--- src/rtl/xmem_pkg.sv ---
package xmem_pkg;
  typedef enum logic [2:0] {
    PH_IDLE = 3'd0,
    PH_LATCH = 3'd1,
    PH_STRB = 3'd2,
    PH_WAIT = 3'd3,
    PH_HOLD = 3'd4
  } phase_e;
endpackage

--- src/rtl/xmem_rst_sync.sv ---
module xmem_rst_sync #(
  parameter int STAGES = 2
) (
  input  logic clk,
  input  logic rst_n,
  output logic rst_sn
);
  logic [STAGES-1:0] sync_q;

  always_ff @(posedge clk or negedge rst_n) begin
    if (!rst_n) sync_q <= '0;
    else        sync_q <= {sync_q[STAGES-2:0], 1'b1};
  end

  assign rst_sn = sync_q[STAGES-1];
endmodule

--- src/rtl/xmem_decode.sv ---
module xmem_decode #(
  parameter int          AW       = 16,
  parameter logic [15:0] EXT_BASE = 16'h0260
) (
  input  logic [AW-1:0] addr,
  output logic          is_ext
);
  localparam logic [AW-1:0] BASE = AW'(EXT_BASE);
  assign is_ext = (addr >= BASE);
endmodule

--- src/rtl/xmem_pinmux.sv ---
module xmem_pinmux #(
  parameter int W = 8
) (
  input  logic         mem_mode,
  input  logic [W-1:0] mem_out,
  input  logic         mem_drive,
  input  logic [W-1:0] gp_out,
  input  logic [W-1:0] gp_oe,
  output logic [W-1:0] pin_out,
  output logic [W-1:0] pin_oe
);
  for (genvar b = 0; b < W; b++) begin : g_bit
    always_comb begin
      if (mem_mode) begin
        pin_out[b] = mem_out[b];
        pin_oe[b]  = mem_drive;
      end else begin
        pin_out[b] = gp_out[b];
        pin_oe[b]  = gp_oe[b];
      end
    end
  end
endmodule

--- src/rtl/xmem_seq.sv ---
module xmem_seq
  import xmem_pkg::*;
#(
  parameter int AW = 16,
  parameter int DW = 8
) (
  input  logic          clk,
  input  logic          rst_sn,
  input  logic          start,
  input  logic          start_we,
  input  logic          start_wait,
  input  logic [AW-1:0] start_addr,
  input  logic [DW-1:0] start_wdata,
  input  logic [DW-1:0] bus_in,
  output logic          can_accept,
  output logic          ale,
  output logic          rd_n,
  output logic          wr_n,
  output logic          lo_drive,
  output logic [DW-1:0] lo_val,
  output logic [AW-DW-1:0] hi_val,
  output logic          stall,
  output logic [DW-1:0] rdata,
  output logic          rvalid
);
  localparam int HW = AW - DW;

  phase_e        phase_q, phase_d;
  logic [AW-1:0] addr_q, addr_d;
  logic [DW-1:0] wdata_q, wdata_d;
  logic [DW-1:0] rdata_q, rdata_d;
  logic          we_q, we_d;
  logic          wait_q, wait_d;
  logic          last_strobe;
  logic          strobing;

  assign can_accept  = (phase_q == PH_IDLE) || (phase_q == PH_HOLD);
  assign strobing    = (phase_q == PH_STRB) || (phase_q == PH_WAIT);
  assign last_strobe = ((phase_q == PH_STRB) && !wait_q) || (phase_q == PH_WAIT);

  always_comb begin
    phase_d = phase_q;
    addr_d  = addr_q;
    wdata_d = wdata_q;
    rdata_d = rdata_q;
    we_d    = we_q;
    wait_d  = wait_q;
    unique case (phase_q)
      PH_IDLE:  phase_d = start ? PH_LATCH : PH_IDLE;
      PH_LATCH: phase_d = PH_STRB;
      PH_STRB:  phase_d = wait_q ? PH_WAIT : PH_HOLD;
      PH_WAIT:  phase_d = PH_HOLD;
      PH_HOLD:  phase_d = start ? PH_LATCH : PH_IDLE;
      default:  phase_d = PH_IDLE;
    endcase
    if (start && can_accept) begin
      addr_d  = start_addr;
      wdata_d = start_wdata;
      we_d    = start_we;
      wait_d  = start_wait;
    end
    if (last_strobe && !we_q) rdata_d = bus_in;
  end

  always_ff @(posedge clk or negedge rst_sn) begin
    if (!rst_sn) begin
      phase_q <= PH_IDLE;
      addr_q  <= '0;
      wdata_q <= '0;
      rdata_q <= '0;
      we_q    <= 1'b0;
      wait_q  <= 1'b0;
    end else begin
      phase_q <= phase_d;
      addr_q  <= addr_d;
      wdata_q <= wdata_d;
      rdata_q <= rdata_d;
      we_q    <= we_d;
      wait_q  <= wait_d;
    end
  end

  assign ale      = (phase_q == PH_LATCH);
  assign wr_n     = !(strobing && we_q);
  assign rd_n     = !(strobing && !we_q);
  assign lo_drive = ale || (we_q && (strobing || (phase_q == PH_HOLD)));
  assign lo_val   = ale ? addr_q[DW-1:0] : wdata_q;
  assign hi_val   = addr_q[AW-1 -: HW];
  assign stall    = ale || ((phase_q == PH_STRB) && wait_q);
  assign rdata    = rdata_q;
  assign rvalid   = (phase_q == PH_HOLD) && !we_q;

  assert_ale_single_R3: assert property (@(posedge clk) disable iff (!rst_sn)
    ale |=> !ale);
  assert_ale_stalls_R7: assert property (@(posedge clk) disable iff (!rst_sn)
    ale |-> stall);
  assert_hi_stable_R4: assert property (@(posedge clk) disable iff (!rst_sn)
    (strobing || phase_q == PH_HOLD) |-> $stable(hi_val));
  assert_wr_drives_R5: assert property (@(posedge clk) disable iff (!rst_sn)
    !wr_n |-> lo_drive);
  assert_rd_released_R6: assert property (@(posedge clk) disable iff (!rst_sn)
    !rd_n |-> !lo_drive);
  assert_one_strobe_R6: assert property (@(posedge clk) disable iff (!rst_sn)
    !(!rd_n && !wr_n));
  assert_strobe_follows_latch_R3: assert property (@(posedge clk) disable iff (!rst_sn)
    ale |=> (!rd_n || !wr_n));
endmodule

--- src/rtl/xmem_bridge.sv ---
module xmem_bridge #(
  parameter int          AW       = 16,
  parameter int          DW       = 8,
  parameter logic [15:0] EXT_BASE = 16'h0260
) (
  input  logic          clk,
  input  logic          rst_n,
  input  logic          mem_en,
  input  logic          mem_wait,
  input  logic          req_valid,
  input  logic          req_we,
  input  logic [AW-1:0] req_addr,
  input  logic [DW-1:0] req_wdata,
  output logic          cpu_stall,
  output logic [DW-1:0] rd_data,
  output logic          rd_valid,
  input  logic [DW-1:0] gp_lo_out,
  input  logic [DW-1:0] gp_lo_oe,
  input  logic [AW-DW-1:0] gp_hi_out,
  input  logic [AW-DW-1:0] gp_hi_oe,
  output logic [DW-1:0] pin_lo_out,
  output logic [DW-1:0] pin_lo_oe,
  input  logic [DW-1:0] pin_lo_in,
  output logic [AW-DW-1:0] pin_hi_out,
  output logic [AW-DW-1:0] pin_hi_oe,
  output logic          pin_ale,
  output logic          pin_rd_n,
  output logic          pin_wr_n
);
  localparam int HW = AW - DW;

  logic          rst_sn;
  logic          is_ext;
  logic          can_accept;
  logic          start;
  logic          s_ale, s_rd_n, s_wr_n, s_drive, s_stall;
  logic [DW-1:0] s_lo;
  logic [HW-1:0] s_hi;

  xmem_rst_sync #(.STAGES(2)) u_rst (
    .clk(clk), .rst_n(rst_n), .rst_sn(rst_sn)
  );

  xmem_decode #(.AW(AW), .EXT_BASE(EXT_BASE)) u_dec (
    .addr(req_addr), .is_ext(is_ext)
  );

  assign start = req_valid && mem_en && is_ext && can_accept;

  xmem_seq #(.AW(AW), .DW(DW)) u_seq (
    .clk(clk), .rst_sn(rst_sn),
    .start(start), .start_we(req_we), .start_wait(mem_wait),
    .start_addr(req_addr), .start_wdata(req_wdata), .bus_in(pin_lo_in),
    .can_accept(can_accept), .ale(s_ale), .rd_n(s_rd_n), .wr_n(s_wr_n),
    .lo_drive(s_drive), .lo_val(s_lo), .hi_val(s_hi), .stall(s_stall),
    .rdata(rd_data), .rvalid(rd_valid)
  );

  xmem_pinmux #(.W(DW)) u_mux_lo (
    .mem_mode(mem_en), .mem_out(s_lo), .mem_drive(s_drive),
    .gp_out(gp_lo_out), .gp_oe(gp_lo_oe),
    .pin_out(pin_lo_out), .pin_oe(pin_lo_oe)
  );

  xmem_pinmux #(.W(HW)) u_mux_hi (
    .mem_mode(mem_en), .mem_out(s_hi), .mem_drive(1'b1),
    .gp_out(gp_hi_out), .gp_oe(gp_hi_oe),
    .pin_out(pin_hi_out), .pin_oe(pin_hi_oe)
  );

  assign pin_ale   = mem_en && s_ale;
  assign pin_rd_n  = !mem_en || s_rd_n;
  assign pin_wr_n  = !mem_en || s_wr_n;
  assign cpu_stall = s_stall;

  assert_off_quiet_R2: assert property (@(posedge clk) disable iff (!rst_sn)
    !mem_en |-> (!pin_ale && pin_rd_n && pin_wr_n));
  assert_internal_no_start_R1: assert property (@(posedge clk) disable iff (!rst_sn)
    (req_valid && !is_ext && can_accept) |=> !pin_ale);
endmodule

--- config.mk ---
export PLATFORM = sky130hd
export DESIGN_NAME = xmem_bridge
export DESIGN_NICKNAME = d
export VERILOG_FILES = /design/src/rtl/xmem_pkg.sv /design/src/rtl/xmem_rst_sync.sv /design/src/rtl/xmem_decode.sv /design/src/rtl/xmem_pinmux.sv /design/src/rtl/xmem_seq.sv /design/src/rtl/xmem_bridge.sv
export SDC_FILE = /design/constraint.sdc
export NUM_CORES = 1
export LEC_CHECK = 0
export ABC_AREA = 1
export BUFFER_PORTS_ARGS = -buffer_cell sky130_fd_sc_hd__buf_2
export CAP_MARGIN = 20
export CORE_UTILIZATION = 30
export CTS_CLUSTER_DIAMETER = 40
export CTS_CLUSTER_SIZE = 24
export DETAILED_ROUTE_END_ITERATION = 12
export HOLD_SLACK_MARGIN = 0.05
export PLACE_DENSITY = 0.56
export SLEW_MARGIN = 25
export SYNTH_ARGS = -nofsm -noshare
export SYNTH_HDL_FRONTEND = slang
export SYNTH_SLANG_ARGS = --single-unit
--- constraint.sdc ---
create_clock -name clk -period 2.4 [get_ports clk]
set_input_delay 0.24 -clock clk [delete_from_list [all_inputs] [get_ports clk]]
set_output_delay 0.24 -clock clk [all_outputs]
set_load 0.005 [all_outputs]
==> impl_metrics.toml <==
[floorplan]
start_util = 0.310
die_y_um = 85.8
die_area_um2 = 7360
io_pins = 115
core_um2 = 6790
std_cell_rows = 30
die_w_um = 85.8

[routing]
drt_iter0_drc = 92
wl_per_cell_um = 12.2
ant_nets = 0
routed-via-count = 2135
dr.pass1.iters = 4
avgViaCountPerCell = 4.45
drc = 0
drt-total-wl_um = 5840

[flow_run]
drv_cap = 0

[sta]
hold_viol = 0
final.setup.tns_ps = 0
maxSlewHeadroom = 0.459
fin_hold_ws_ps = 174
tightest_slew_ps = 811
min_period_over_period = 0.824
fmax_ghz = 0.506
rsz0062_at_grt = "false"
drv_slew = 0
setup_violations = 0
fin_worst_skew_ps = 6.10
min_period_ps = 1980

[worst_setup_path]
critPathRequiredTime_ps = 2160
r2r_slack_ps = 720
crit-reg2reg-capture = "u_seq.addr_q[0]"
worst_path_largest_cell_delay_ps = 380
path_cells = "inv_1, nor2_1, nand2_1, clkinv_1, nand2_2, nand3_1, buf_2"
timing.critical_path.to = "pin_lo_oe[2]"
cp.arrival_ps = 1740
r2r_start = "u_seq.phase_q[1]"
path_class = "reg -> out"
rr_worst_depth = 5
end_kind = "output port"
worstPathMaxFanout = 9
crit_path_start_kind = "register"
cp_slowest_cell = "dfrtp_1"
startpoint = "u_seq.phase_q[0]"

[logic_synthesis]
yosys-top-cells-area = "dfrtp_1, nand2_1, nand3_1"
ys.flop_type = "dfrtp_1"
ys_warn_count = 0
synth_nets = 341
synth_area_per_cell_um2 = 7.77
ys_top_cells_by_count = "nand2_1, nand3_1, dfrtp_1, nand2_2, a21oi_1"
netlist_area_um2 = 2110
yosysMostFrequentCell = "nand2_1"
synth_edf_count = 0
seq_area_frac_synth = 0.463
synth_top_area_frac = 0.463
async_reset_ff_frac = 1.00
yosys.area.top_type = "dfrtp_1"
synth_cells = 271
synth-seq-cells = 39
yosysUniqueCellTypes = 24

[pwr]
static-leakage-power_nw = 1.59
combPwrFrac = 0.378
p_seq_frac = 0.451
power-per-cell-area_nw_per_um2 = 913
switching_power_uw = 985
switching_share = 0.383
internal_power_mw = 1.59
p_clk_frac = 0.171
irDropWorstVdd_mv = 0.266

[cts]
post_cts_buffers = 0
numCtsBuffers = 5
cts_tree = "yes"
ctsResizeCount = 0
clock_sinks = 39
clk_latency_ps = 290
htreeDepth = 2
clockRootBuffer = "clkbuf_8"
clk_pin_slew_ps = 80
cts_hold_buffers = 1
cts_buffer_depth = 2

[final_layout]
utilization = 0.415
area_growth_pct = 33.9
drive_above_1_share = 0.422
n_antenna_cell = 0
fin_nets = 453

[place]
gp_congestion = 0.754
port-buffer-count = 114
place_hpwl_um = 4370

[outcome]
status = "finished clean"

[grt]
grt_usage = 0.165
grt_pass1_vias = 1986
grt_max_degree = 38
antenna_found_initial = 0
overflow = 0
grt_pass1_wl_um = 9400

[min_path]
hp-class = "in -> reg"
[flip-flops by register name, summed over array words and instances, names as in the netlist]
signal and flops:
u_seq.wdata_q 8, u_seq.we_q 1, u_rst.sync_q 2, u_seq.rdata 8
u_seq.addr_q 16, u_seq.phase_q 3, u_seq.wait_q 1
[per-layer routing]
| metal | GRT usage | share of wire |
|---|---|---|
| met4 | 0.0545 | 0.016 |
| met5 | 0 | 0 |
| met3 | 0.0289 | 0.050 |
| met2 | 0.275 | 0.47 |
| met1 | 0.217 | 0.47 |
[worst min path at each step]
stage,start,end,cells past startpoint
2_1_floorplan,rst_n,u_rst.sync_q[0],0
3_3_place_gp,rst_n,u_rst.sync_q[0],1
3_5_place_dp,rst_n,u_rst.sync_q[0],1
4_1_cts,req_wdata[3],u_seq.wdata_q[3],3
5_1_grt,req_addr[5],u_seq.addr_q[5],3
6_report,req_wdata[6],u_seq.wdata_q[6],3
[logic make-up after synthesis]
kind of cell | Yosys count | synth area share
buf+inv | 20 | 0.0594
compound gates | 17 | 0.0458
flops | 39 | 0.463
simple gates | 194 | 0.430
other cells | 1 | 0.00178
[placed cells by master, fill, tap and decap left out]
cell type      count
buf_2            114
buf_4              3
dfrtp_1           38
clkinv_1           2
and3_1             1
dfrtp_2            1
clkinvlp_4         2
or2_2              8
clkbuf_8           5
a21oi_4            1
nand3_1           46
nand2_4            2
nand2_2           20
nand2_1           99
nor2_1            14
nand2_8            1
a21oi_1           16
inv_2              1
inv_1              4
or2_4              1
clkinv_2           1
dlygate4sd3_1      1
conb_1             1
nor2_2             1
nor2_4             1
[worst max-delay path, delay by kind of cell, from the launching register on]
family	cells	cell delay, ps
buffers and inverters	3	560
AND/OR/NAND/NOR	4	500
flip-flops	1	380
[through the flow]
step	total power [mW]	setup WS, ps	instance area, µm²	cells
6_report	2.57	422	2820	480
5_1_grt	2.80	233	2820	480
4_1_cts	2.61	391	2820	480
3_5_place_dp	2.16	573	2720	471
3_3_place_gp	2.15	595	2720	471
2_1_floorplan	1.77	1130	2110	271
[area by class of cell]
cell class / instances / area (µm²)
Tap cell: 96 / 120
Inverter: 7 / 26.3
Fill cell: 740 / 3970
Clock buffer: 5 / 68.8
Timing Repair Buffer: 118 / 603
Multi-Input combinational cell: 212 / 1000
Sequential cell: 39 / 977
Clock inverter: 3 / 20.0
[power by group through the flow]
| stage | Sequential, mW | Combinational, mW | Clock [mW] |
|---|---|---|---|
| after floorplan | 1.14 | 0.636 | 0 |
| after global placement | 1.17 | 0.978 | 0 |
| after detailed placement | 1.17 | 0.988 | 0 |
| after CTS | 1.16 | 0.992 | 0.457 |
| after global routing | 1.20 | 1.12 | 0.483 |
| final | 1.16 | 0.973 | 0.441 |
Power figures use the tool's default switching activity.
